**config.mk**
```make
export PLATFORM = sky130hd
export DESIGN_NAME = sop_seq_array
export DESIGN_NICKNAME = d
export VERILOG_FILES = /design/src/rtl/sop_pkg.sv /design/src/rtl/sop_and_plane.sv /design/src/rtl/sop_or_plane.sv /design/src/rtl/sop_fb_route.sv /design/src/rtl/sop_state_bank.sv /design/src/rtl/sop_seq_array.sv
export SDC_FILE = /design/constraint.sdc
export NUM_CORES = 1
export LEC_CHECK = 0
export ABC_AREA = 1
export BUFFER_PORTS_ARGS = -buffer_cell sky130_fd_sc_hd__buf_4
export CAP_MARGIN = 10
export CELL_PAD_IN_SITES_DETAIL_PLACEMENT = 2
export CELL_PAD_IN_SITES_GLOBAL_PLACEMENT = 2
export CORE_MARGIN = 1.5
export CORE_UTILIZATION = 35
export CTS_CLUSTER_DIAMETER = 200
export DETAILED_ROUTE_END_ITERATION = 12
export PLACE_DENSITY_LB_ADDON = 0.1
export SETUP_SLACK_MARGIN = 0.4
export SLEW_MARGIN = 40
export SYNTH_ARGS = -nofsm -noshare
export SYNTH_HDL_FRONTEND = slang
export SYNTH_SLANG_ARGS = --single-unit
```
**constraint.sdc**
```tcl
create_clock -name clk -period 2.1 [get_ports clk]
set_clock_uncertainty 0.2 [all_clocks]
set_input_delay 0.315 -clock clk [delete_from_list [all_inputs] [get_ports clk]]
set_output_delay 0.315 -clock clk [all_outputs]
set_load 0.01 [all_outputs]
```
**src/rtl/sop_pkg.sv**
```systemverilog
package sop_pkg;

  typedef enum logic [1:0] {
    PL_AND   = 2'd0,
    PL_OR    = 2'd1,
    PL_ROUTE = 2'd2,
    PL_MODE  = 2'd3
  } plane_e;

  function automatic int max3(input int a, input int b, input int c);
    int m;
    m = (a > b) ? a : b;
    return (m > c) ? m : c;
  endfunction

endpackage

```
**src/rtl/sop_and_plane.sv**
```systemverilog
module sop_and_plane #(
  parameter int N_VAR  = 8,
  parameter int N_TERM = 12,
  parameter int AW     = 4,
  localparam int RW    = 2 * N_VAR
) (
  input  logic              clk,
  input  logic              rst_n,
  input  logic              wr_en,
  input  logic [AW-1:0]     wr_addr,
  input  logic [RW-1:0]     wr_row,
  input  logic [N_VAR-1:0]  vars,
  output logic [N_TERM-1:0] terms
);

  for (genvar t = 0; t < N_TERM; t++) begin : g_term
    localparam logic [AW-1:0] IDX = AW'(t);
    logic [RW-1:0] row_q;
    logic          row_en;
    logic          hit;

    assign row_en = wr_en && (wr_addr == IDX);

    always_ff @(posedge clk or negedge rst_n) begin
      if (!rst_n) begin
        row_q <= '0;
      end else if (row_en) begin
        row_q <= wr_row;
      end
    end

    // Per variable: selected true line OR selected complement line, then AND across variables.
    always_comb begin
      hit = 1'b1;
      for (int v = 0; v < N_VAR; v++) begin
        hit = hit & ((row_q[2*v] & vars[v]) | (row_q[2*v+1] & ~vars[v]));
      end
    end

    assign terms[t] = hit;
  end

endmodule

```
**src/rtl/sop_or_plane.sv**
```systemverilog
module sop_or_plane #(
  parameter int N_TERM = 12,
  parameter int N_OR   = 12,
  parameter int AW     = 4
) (
  input  logic              clk,
  input  logic              rst_n,
  input  logic              wr_en,
  input  logic [AW-1:0]     wr_addr,
  input  logic [N_OR-1:0]   wr_row,
  input  logic [N_TERM-1:0] terms,
  output logic [N_OR-1:0]   cols
);

  logic [N_OR-1:0] contrib [N_TERM];

  for (genvar t = 0; t < N_TERM; t++) begin : g_row
    localparam logic [AW-1:0] IDX = AW'(t);
    logic [N_OR-1:0] row_q;
    logic            row_en;

    assign row_en = wr_en && (wr_addr == IDX);

    always_ff @(posedge clk or negedge rst_n) begin
      if (!rst_n) begin
        row_q <= '0;
      end else if (row_en) begin
        row_q <= wr_row;
      end
    end

    assign contrib[t] = terms[t] ? row_q : '0;
  end

  always_comb begin
    cols = '0;
    for (int t = 0; t < N_TERM; t++) begin
      cols = cols | contrib[t];
    end
  end

  // no active product term means every column is low.
  p_idle_cols_r3: assert property (@(posedge clk) disable iff (!rst_n)
    (terms == '0) |-> (cols == '0));

endmodule

```
**src/rtl/sop_fb_route.sv**
```systemverilog
module sop_fb_route #(
  parameter int N_ST     = 4,
  parameter int N_FBIN   = 4,
  parameter bit FIXED_FB = 1'b0,
  parameter int AW       = 4
) (
  input  logic              clk,
  input  logic              rst_n,
  input  logic              wr_en,
  input  logic [AW-1:0]     wr_addr,
  input  logic [N_ST-1:0]   wr_row,
  input  logic [N_ST-1:0]   st,
  output logic [N_FBIN-1:0] fb
);

  logic [N_FBIN-1:0] routed;
  logic [N_FBIN-1:0] direct;

  for (genvar j = 0; j < N_FBIN; j++) begin : g_line
    localparam logic [AW-1:0] IDX = AW'(j);
    logic [N_ST-1:0] row_q;
    logic            row_en;

    assign row_en = wr_en && (wr_addr == IDX);

    always_ff @(posedge clk or negedge rst_n) begin
      if (!rst_n) begin
        row_q <= '0;
      end else if (row_en) begin
        row_q <= wr_row;
      end
    end

    assign routed[j] = |(row_q & st);

    if (j < N_ST) begin : g_dir
      assign direct[j] = st[j];
    end else begin : g_nodir
      assign direct[j] = 1'b0;
    end
  end

  if (FIXED_FB) begin : g_fixed
    assign fb = direct;
  end else begin : g_matrix
    assign fb = routed;
    // with all state bits low, no routed feedback input can be high.
    p_route_idle_r5: assert property (@(posedge clk) disable iff (!rst_n)
      (st == '0) |-> (fb == '0));
  end

endmodule

```
**src/rtl/sop_state_bank.sv**
```systemverilog
module sop_state_bank #(
  parameter int N_ST = 4
) (
  input  logic              clk,
  input  logic              rst_n,
  input  logic              clr,
  input  logic              mode_wr,
  input  logic [N_ST-1:0]   mode_row,
  input  logic [2*N_ST-1:0] cols,
  output logic [N_ST-1:0]   st_q
);

  logic [N_ST-1:0] mode_q;
  logic [N_ST-1:0] j_vec;
  logic [N_ST-1:0] k_vec;
  logic [N_ST-1:0] jk_nxt;
  logic [N_ST-1:0] st_d;

  for (genvar i = 0; i < N_ST; i++) begin : g_pair
    assign j_vec[i] = cols[2*i];
    assign k_vec[i] = cols[2*i+1];
  end

  always_ff @(posedge clk or negedge rst_n) begin
    if (!rst_n) begin
      mode_q <= '0;
    end else if (mode_wr) begin
      mode_q <= mode_row;
    end
  end

  always_comb begin
    jk_nxt = (j_vec & ~st_q) | (~k_vec & st_q);
    if (clr) begin
      st_d = '0;
    end else begin
      st_d = (mode_q & jk_nxt) | (~mode_q & j_vec);
    end
  end

  always_ff @(posedge clk or negedge rst_n) begin
    if (!rst_n) begin
      st_q <= '0;
    end else begin
      st_q <= st_d;
    end
  end

  // clear empties the state at the next edge.
  p_clear_r8: assert property (@(posedge clk) disable iff (!rst_n)
    clr |=> (st_q == '0));

  // D-mode bits take their data column.
  p_dload_r6: assert property (@(posedge clk) disable iff (!rst_n)
    !clr |=> ((st_q & ~$past(mode_q)) == ($past(j_vec) & ~$past(mode_q))));

  // J-K bits with both inputs low keep their value.
  p_jkhold_r7: assert property (@(posedge clk) disable iff (!rst_n)
    !clr |=> (((st_q ^ $past(st_q)) & $past(mode_q & ~j_vec & ~k_vec)) == '0));

  // J-K bits with both inputs high invert.
  p_jktoggle_r7: assert property (@(posedge clk) disable iff (!rst_n)
    !clr |=> (((st_q ^ $past(st_q)) & $past(mode_q & j_vec & k_vec)) ==
              $past(mode_q & j_vec & k_vec)));

endmodule

```
**src/rtl/sop_seq_array.sv**
```systemverilog
module sop_seq_array
  import sop_pkg::*;
#(
  parameter int N_IN     = 4,
  parameter int N_OUT    = 4,
  parameter int N_ST     = 4,
  parameter int N_FBIN   = 4,
  parameter int N_TERM   = 12,
  parameter bit FIXED_FB = 1'b0,
  localparam int N_VAR   = N_IN + N_FBIN,
  localparam int N_OR    = N_OUT + 2 * N_ST,
  localparam int AW      = $clog2((N_TERM > N_FBIN) ? N_TERM : N_FBIN),
  localparam int DW      = max3(2 * N_VAR, N_OR, N_ST)
) (
  input  logic             clk,
  input  logic             rst_n,
  input  logic             clr,
  input  logic [N_IN-1:0]  din,
  output logic [N_OUT-1:0] dout,
  input  logic             wr_en,
  input  logic [1:0]       wr_sel,
  input  logic [AW-1:0]    wr_addr,
  input  logic [DW-1:0]    wr_data
);

  plane_e              plane;
  logic                we_and;
  logic                we_or;
  logic                we_route;
  logic                we_mode;
  logic [N_FBIN-1:0]   fb;
  logic [N_VAR-1:0]    vars;
  logic [N_TERM-1:0]   terms;
  logic [N_OR-1:0]     cols;
  logic [N_ST-1:0]     st_q;

  assign plane    = plane_e'(wr_sel);
  assign we_and   = wr_en && (plane == PL_AND);
  assign we_or    = wr_en && (plane == PL_OR);
  assign we_route = wr_en && (plane == PL_ROUTE);
  assign we_mode  = wr_en && (plane == PL_MODE);

  assign vars = {fb, din};

  sop_and_plane #(.N_VAR(N_VAR), .N_TERM(N_TERM), .AW(AW)) u_and (
    .clk     (clk),
    .rst_n   (rst_n),
    .wr_en   (we_and),
    .wr_addr (wr_addr),
    .wr_row  (wr_data[2*N_VAR-1:0]),
    .vars    (vars),
    .terms   (terms)
  );

  sop_or_plane #(.N_TERM(N_TERM), .N_OR(N_OR), .AW(AW)) u_or (
    .clk     (clk),
    .rst_n   (rst_n),
    .wr_en   (we_or),
    .wr_addr (wr_addr),
    .wr_row  (wr_data[N_OR-1:0]),
    .terms   (terms),
    .cols    (cols)
  );

  sop_state_bank #(.N_ST(N_ST)) u_state (
    .clk      (clk),
    .rst_n    (rst_n),
    .clr      (clr),
    .mode_wr  (we_mode),
    .mode_row (wr_data[N_ST-1:0]),
    .cols     (cols[N_OR-1:N_OUT]),
    .st_q     (st_q)
  );

  sop_fb_route #(.N_ST(N_ST), .N_FBIN(N_FBIN), .FIXED_FB(FIXED_FB), .AW(AW)) u_route (
    .clk     (clk),
    .rst_n   (rst_n),
    .wr_en   (we_route),
    .wr_addr (wr_addr),
    .wr_row  (wr_data[N_ST-1:0]),
    .st      (st_q),
    .fb      (fb)
  );

  assign dout = cols[N_OUT-1:0];

  // the first cycle after reset release shows an empty array.
  p_reset_empty_r1: assert property (@(posedge clk) disable iff (!rst_n)
    $rose(rst_n) |-> (dout == '0));

endmodule

```
### Yosys cells after proc, flatten, opt, wreduce, memory -nomap -nowiden

Index checks and enable logic that the tools add are counted.
Widths: inputs -> output; s select.

* output and inout port bits: 4
* bits in latches: 0
* memories kept: 0
* input port bits: 30
* bits in read-only memories: 0
* word-level logic and storage cells: 499
* register bits: 360
* bits in writable memories: 0

* multiplexer cells: 13
* shifts and indexed selects: 0
* reduce and logical (&&, ||, !) cells: 38
* equality and inequality tests: 14
* div/mod/pow operators: 0
* bitwise gates (word level): 404
* multiply operators: 0
* order comparisons: 0
* $add $sub $neg: 0

Operators by type and width (count)
* $and 1x1->1: 276
* $mux 12: 12
* $or 12x12->12: 11
* $or 1x1->1: 96
* $and 4x4->4: 8
* $logic_and 1x1->1: 32
* $eq 4x3->1 const B: 4
* $eq 4x4->1 const B: 4
* $reduce_or 4->1: 4
* $not 4->4: 3
* $eq 4x2->1 const B: 2
* $not 1->1: 8
* $or 4x4->4: 2
* $eq 2x2->1 const B: 2
* $eq 4x1->1 const B: 1
* $logic_not 4->1: 1
* $mux 4: 1
* $eq 2x1->1 const B: 1
* $logic_not 2->1: 1

### Longest topological paths before layout

* word-level depth: 28
* gate-level depth with buffers: 18
* mapped depth without buffers: 16

### By module

Synthesis repeated with hierarchy kept, for this count alone.

* cells, all modules: 2333
* area total of the unflattened synthesis: 17122.7 um2

Modules (own cells, without submodules)
* sop_and_plane: cells each 1254, seq. area each 4804.6 um2, area an instance 9237.6 um2, instances 1
* sop_or_plane: cells each 937, seq. area each 3603.5 um2, area an instance 6729.0 um2, instances 1
* sop_fb_route: cells each 97, seq. area each 400.4 um2, area an instance 802.0 um2, instances 1
* sop_state_bank: cells each 37, seq. area each 200.2 um2, area an instance 324.1 um2, instances 1
* sop_seq_array: cells each 8, seq. area each 0.0 um2, area an instance 30.0 um2, instances 1

### Least setup slack after synthesis

OpenSTA, ideal clock, no wires.

* kind: register -> output
* start point: register u_state.st_q[3]
* end point: output port dout[1]
* required time: 1585 ps
* arrival time: 1692 ps
* path buffers: 1
* stages on the path, launching flop included: 15
* setup slack: -107 ps
* cells stage by stage: dfrtp_1 > nand2_1 > nand2_4 > nor2_4 > buf_6 > nand2_1 > nand2_1 > nand2_1 > nor2_4 > nand2_1 > inv_1 > nand2_1 > o21ai_0 > nor2_1 > nand3_1

* longest elaborated chain between the ends: 21

Ends and longest elaborated chain
* start: declaration: RTL line sop_state_bank.sv:10 `output logic [N_ST-1:0] st_q`
* start signal: assignment: RTL line sop_state_bank.sv:45 `st_q <= st_d;`
* $and 4x4->4: RTL line sop_fb_route.sv:34 `assign routed[j] = |(row_q & st);`
* $reduce_or 4->1: RTL line sop_fb_route.sv:34
* $not 1->1: RTL line sop_and_plane.sv:36 `hit = hit & ((row_q[2*v] & vars[v]) | (row_q[2*v+1] & ~vars[v]));`
* $and 1x1->1: RTL line sop_and_plane.sv:36
* $or 1x1->1: RTL line sop_and_plane.sv:36
* $and 1x1->1 (4 in series): RTL line sop_and_plane.sv:36
* $mux 12: RTL line sop_or_plane.sv:32 `assign contrib[t] = terms[t] ? row_q : '0;`
* $or 12x12->12 (10 in series): RTL line sop_or_plane.sv:38 `cols = cols | contrib[t];`
* $or 12x12->12 (*): RTL line sop_or_plane.sv:38
* end: declaration: RTL line sop_seq_array.sv:19 `output logic [N_OUT-1:0] dout,`

Mark *: on every way between the ends. The rest lies on a longest branch, timed or not.

### Worst setup path in the final report

Ends and elaborated chain as after synthesis.

==> impl_metrics.json <==
{
  "status": "complete, but fails checks",
  "violations": "negative setup slack",
  "syn_nets": 2045,
  "hold_viol_final": 0,
  "cts_num_sinks": 360,
  "use_met1": 0.373,
  "timing.final.crit_period_ns": 3.24,
  "finalWeightedCongestion": 0.837,
  "vias": 14888,
  "ant_nets": 0,
  "port_buffers": 33,
  "p_sw_frac": 0.278,
  "worstPathMaxFanout": 5,
  "grt_pass1_wl_mm": 98.3,
  "die_y_um": 219,
  "syn_area_per_cell_um2": 8.08,
  "multi_input_area_um2": 6870,
  "cpMaxStageDelayCell": "dfrtp_2",
  "postSynthCellCount": 2015,
  "synth.top_cell.area_share": 0.553,
  "slowest_delay_ns": 0.45,
  "use_met2": 0.446,
  "finalMaxSlewViolations": 0,
  "wl_per_cell_um": 22.9,
  "fin_util": 0.457,
  "drt-vias-per-instance": 5.30,
  "async_flop_share": 1.00,
  "start_util": 0.357,
  "leakagePower_nw": 10.0,
  "finalCritPeriodShare": 1.54,
  "holdCritPathClass": "input pin to async pin",
  "nets": 2212,
  "ir_worst_vdd_v": 0.000511,
  "critPathLaunchType": "register",
  "nFillCells": 5010,
  "coreArea_um2": 45700,
  "synthDistinctLibCells": 32,
  "comb_power_share": 0.127,
  "setup_viol": 8,
  "track_usage": 0.272,
  "synth_area_leaders": "dfrtp_1, nand2_1, o21ai_0",
  "yosysSeqAreaShare": 0.553,
  "worstMarginPinSlew_ns": 0.569,
  "ys_seq_elements": 360,
  "worst_setup_path_end_kind": "output port",
  "cp_top_family": "simple AND/OR/NAND/NOR gates",
  "layout-drive-gt1-share": 0.215,
  "synthesis.area_um2": 16300,
  "first_global_vias": 16555,
  "power.density_nw_per_um2": 874,
  "totalWireLength_mm": 64.4,
  "ys.flop_type": "dfrtp_1",
  "dp_cells": 2689,
  "yosysWarnings": 0,
  "cts_tree": "yes",
  "drv_cap": 0,
  "antenna_found_initial": 1,
  "clockRootBuffer": "clkbuf_16",
  "layoutNonFillerInstCount": 2811,
  "clk-insertion-delay-late_ns": 0.58,
  "detailed_place.area_um2": 18300,
  "die_w_um": 219,
  "critical_path_class": "register to output port",
  "cts.path.max_buffers": 3,
  "cp_num_buf_inv": 4,
  "fp-row-count": 78,
  "intPower_mw": 13.2,
  "cp.arrival_ns": 2.72,
  "rsz0062_at_grt": "yes",
  "postLayoutSetupSlackWorst_ns": -1.14,
  "grt_max_degree": 76,
  "dr.pass1.iters": 5,
  "met3_usage": 0.0363,
  "max_freq_ghz": 0.309,
  "maxSlewHeadroom": 0.620,
  "path_clk_slew_ns": 0.06,
  "netSwitchingPower_mw": 5.07,
  "synth_edf_count": 0,
  "area_delta_synth_final_pct": 28.1,
  "drt-initial-drc-count": 883,
  "drc_errors": 0,
  "path_cells": "nand2_2 > nand2_2 > nor2_4 > buf_4 > inv_2 > buf_6 > o21ai_2 > nor2_4 > and2_4 > a211oi_2 > nand3_2 > buf_6",
  "required_ns": 1.58,
  "final_area_um2": 20900,
  "dieArea_um2": 47800,
  "gr-total-overflow": 0,
  "sequentialPowerShare": 0.466,
  "numCtsBuffers": 43,
  "ioPinCount": 34,
  "place_hpwl_mm": 41.3,
  "htreeDepth": 2,
  "regArea_um2": 9010,
  "yosysTopAreaCell": "dfrtp_1",
  "grt_most_used_layer": "met2",
  "p_clk_frac": 0.407
}
==> path summary, 6_finish.rpt <==
kind | start | slack [ns] | to | cells after the start
max in group asynchronous | rst_n | 0.89 | u_or.g_row[7].row_q[1] | 3
min in group clk | wr_en | 0.03 | u_state.mode_q[3] | 3
worst min register to register | u_or.g_row[8].row_q[1] | 0.28 | u_or.g_row[8].row_q[1] | 2
worst min-delay path | rst_n | 0.01 | u_and.g_term[3].row_q[4] | 2
worst max register to register | u_state.st_q[3] | -0.54 | u_state.st_q[0] | 19
worst max-delay path | u_state.st_q[3] | -1.14 | dout[1] | 12
==> through the flow <==
stage,hold WS [ns],power (mW),setup slack (ns),setup TNS [ns]
floorplan,-0.181,9.54,-0.0534,-0.171
global placement,0.0220,10.5,-0.729,-5.16
global route,0.0343,19.1,-1.20,-7.29
detailed placement,0.0190,10.7,-0.788,-5.36
finish,0.0143,18.2,-1.14,-6.44
CTS,0.00645,18.3,-1.09,-6.33
==> registers in the layout (all words and copies together) (netlist names) <==
register              cells
u_and.g_term.row_q      192
u_or.g_row.row_q        144
u_route.g_line.row_q     16
u_state.mode_q            4
u_state.st_q              4
==> timing repair <==
item,4_1_cts,5_1_grt
hold endpoints to repair,376,0
buffers inserted,19,15
endpoints found under the setup margin,8,8
gates resized for setup,120,95
hold buffers,12,0
cloned,1,1
pin swaps,43,45
==> layout by cell type, fill, tap and decap left out, drive strengths merged <==
cell type,synthesis,layout
or2,2,2
and3,2,2
o21ai,397,397
clkbuf,90,70
dlygate4sd3,0,12
a21oi,32,32
a211oi,5,5
and2,5,5
o2bb2ai,3,3
buf,22,221
nand4,13,13
clkinv,0,4
diode,0,1
nor3,4,4
bufinv,0,1
dfrtp,360,360
nand2,713,713
inv,141,140
nor4,2,2
o22ai,1,1
nand3,103,103
nor2,120,120
==> power groups by stage <==
stage / combinational (mW) / sequential [mW] / clock, mW
after floorplan: 1.18 / 8.36 / 0
after global placement: 1.99 / 8.50 / 0
after detailed placement: 2.14 / 8.55 / 0
after CTS: 2.27 / 8.46 / 7.60
after global routing: 2.63 / 8.60 / 7.84
final: 2.31 / 8.50 / 7.43
==> area by class of cell <==
type | count | share of cell area
antenna | 1 | 0.000120
clock buffer | 69 | 0.0636
clock inverter | 4 | 0.00216
inverter | 141 | 0.0261
multi-input combinational | 1402 | 0.329
sequential | 360 | 0.432
tap | 600 | 0.0360
timing repair buffer | 234 | 0.110
==> cell families (layout without fill, tap and decap cells) <==
| group | count (synthesis) | in the layout | synth area share |
|---|---|---|---|
| other | 0 | 1 | 0 |
| buffers and inverters | 253 | 448 | 0.0638 |
| and+or+nand+nor | 964 | 964 | 0.243 |
| DFF | 360 | 360 | 0.553 |
| AOI/OAI and AO/OA | 438 | 438 | 0.140 |
==> Yosys cell counts (8+ instances only) <==
cell      number
dfrtp_1      360
o21ai_0      396
nor2_2         8
inv_1        136
nand2_2       12
nor2_1       104
nand4_1       13
a21oi_1       22
clkbuf_1      90
nand3_1      103
nand2_1      698
buf_2         10
==> routing by layer <==
metal | vias up | routed length [µm]
li1 | 6778 | -
met1 | 7757 | 29700
met2 | 263 | 30500
met3 | 90 | 2430
met4 | 0 | 1700
met5 | - | 0
Power figures use the tool's default switching activity.
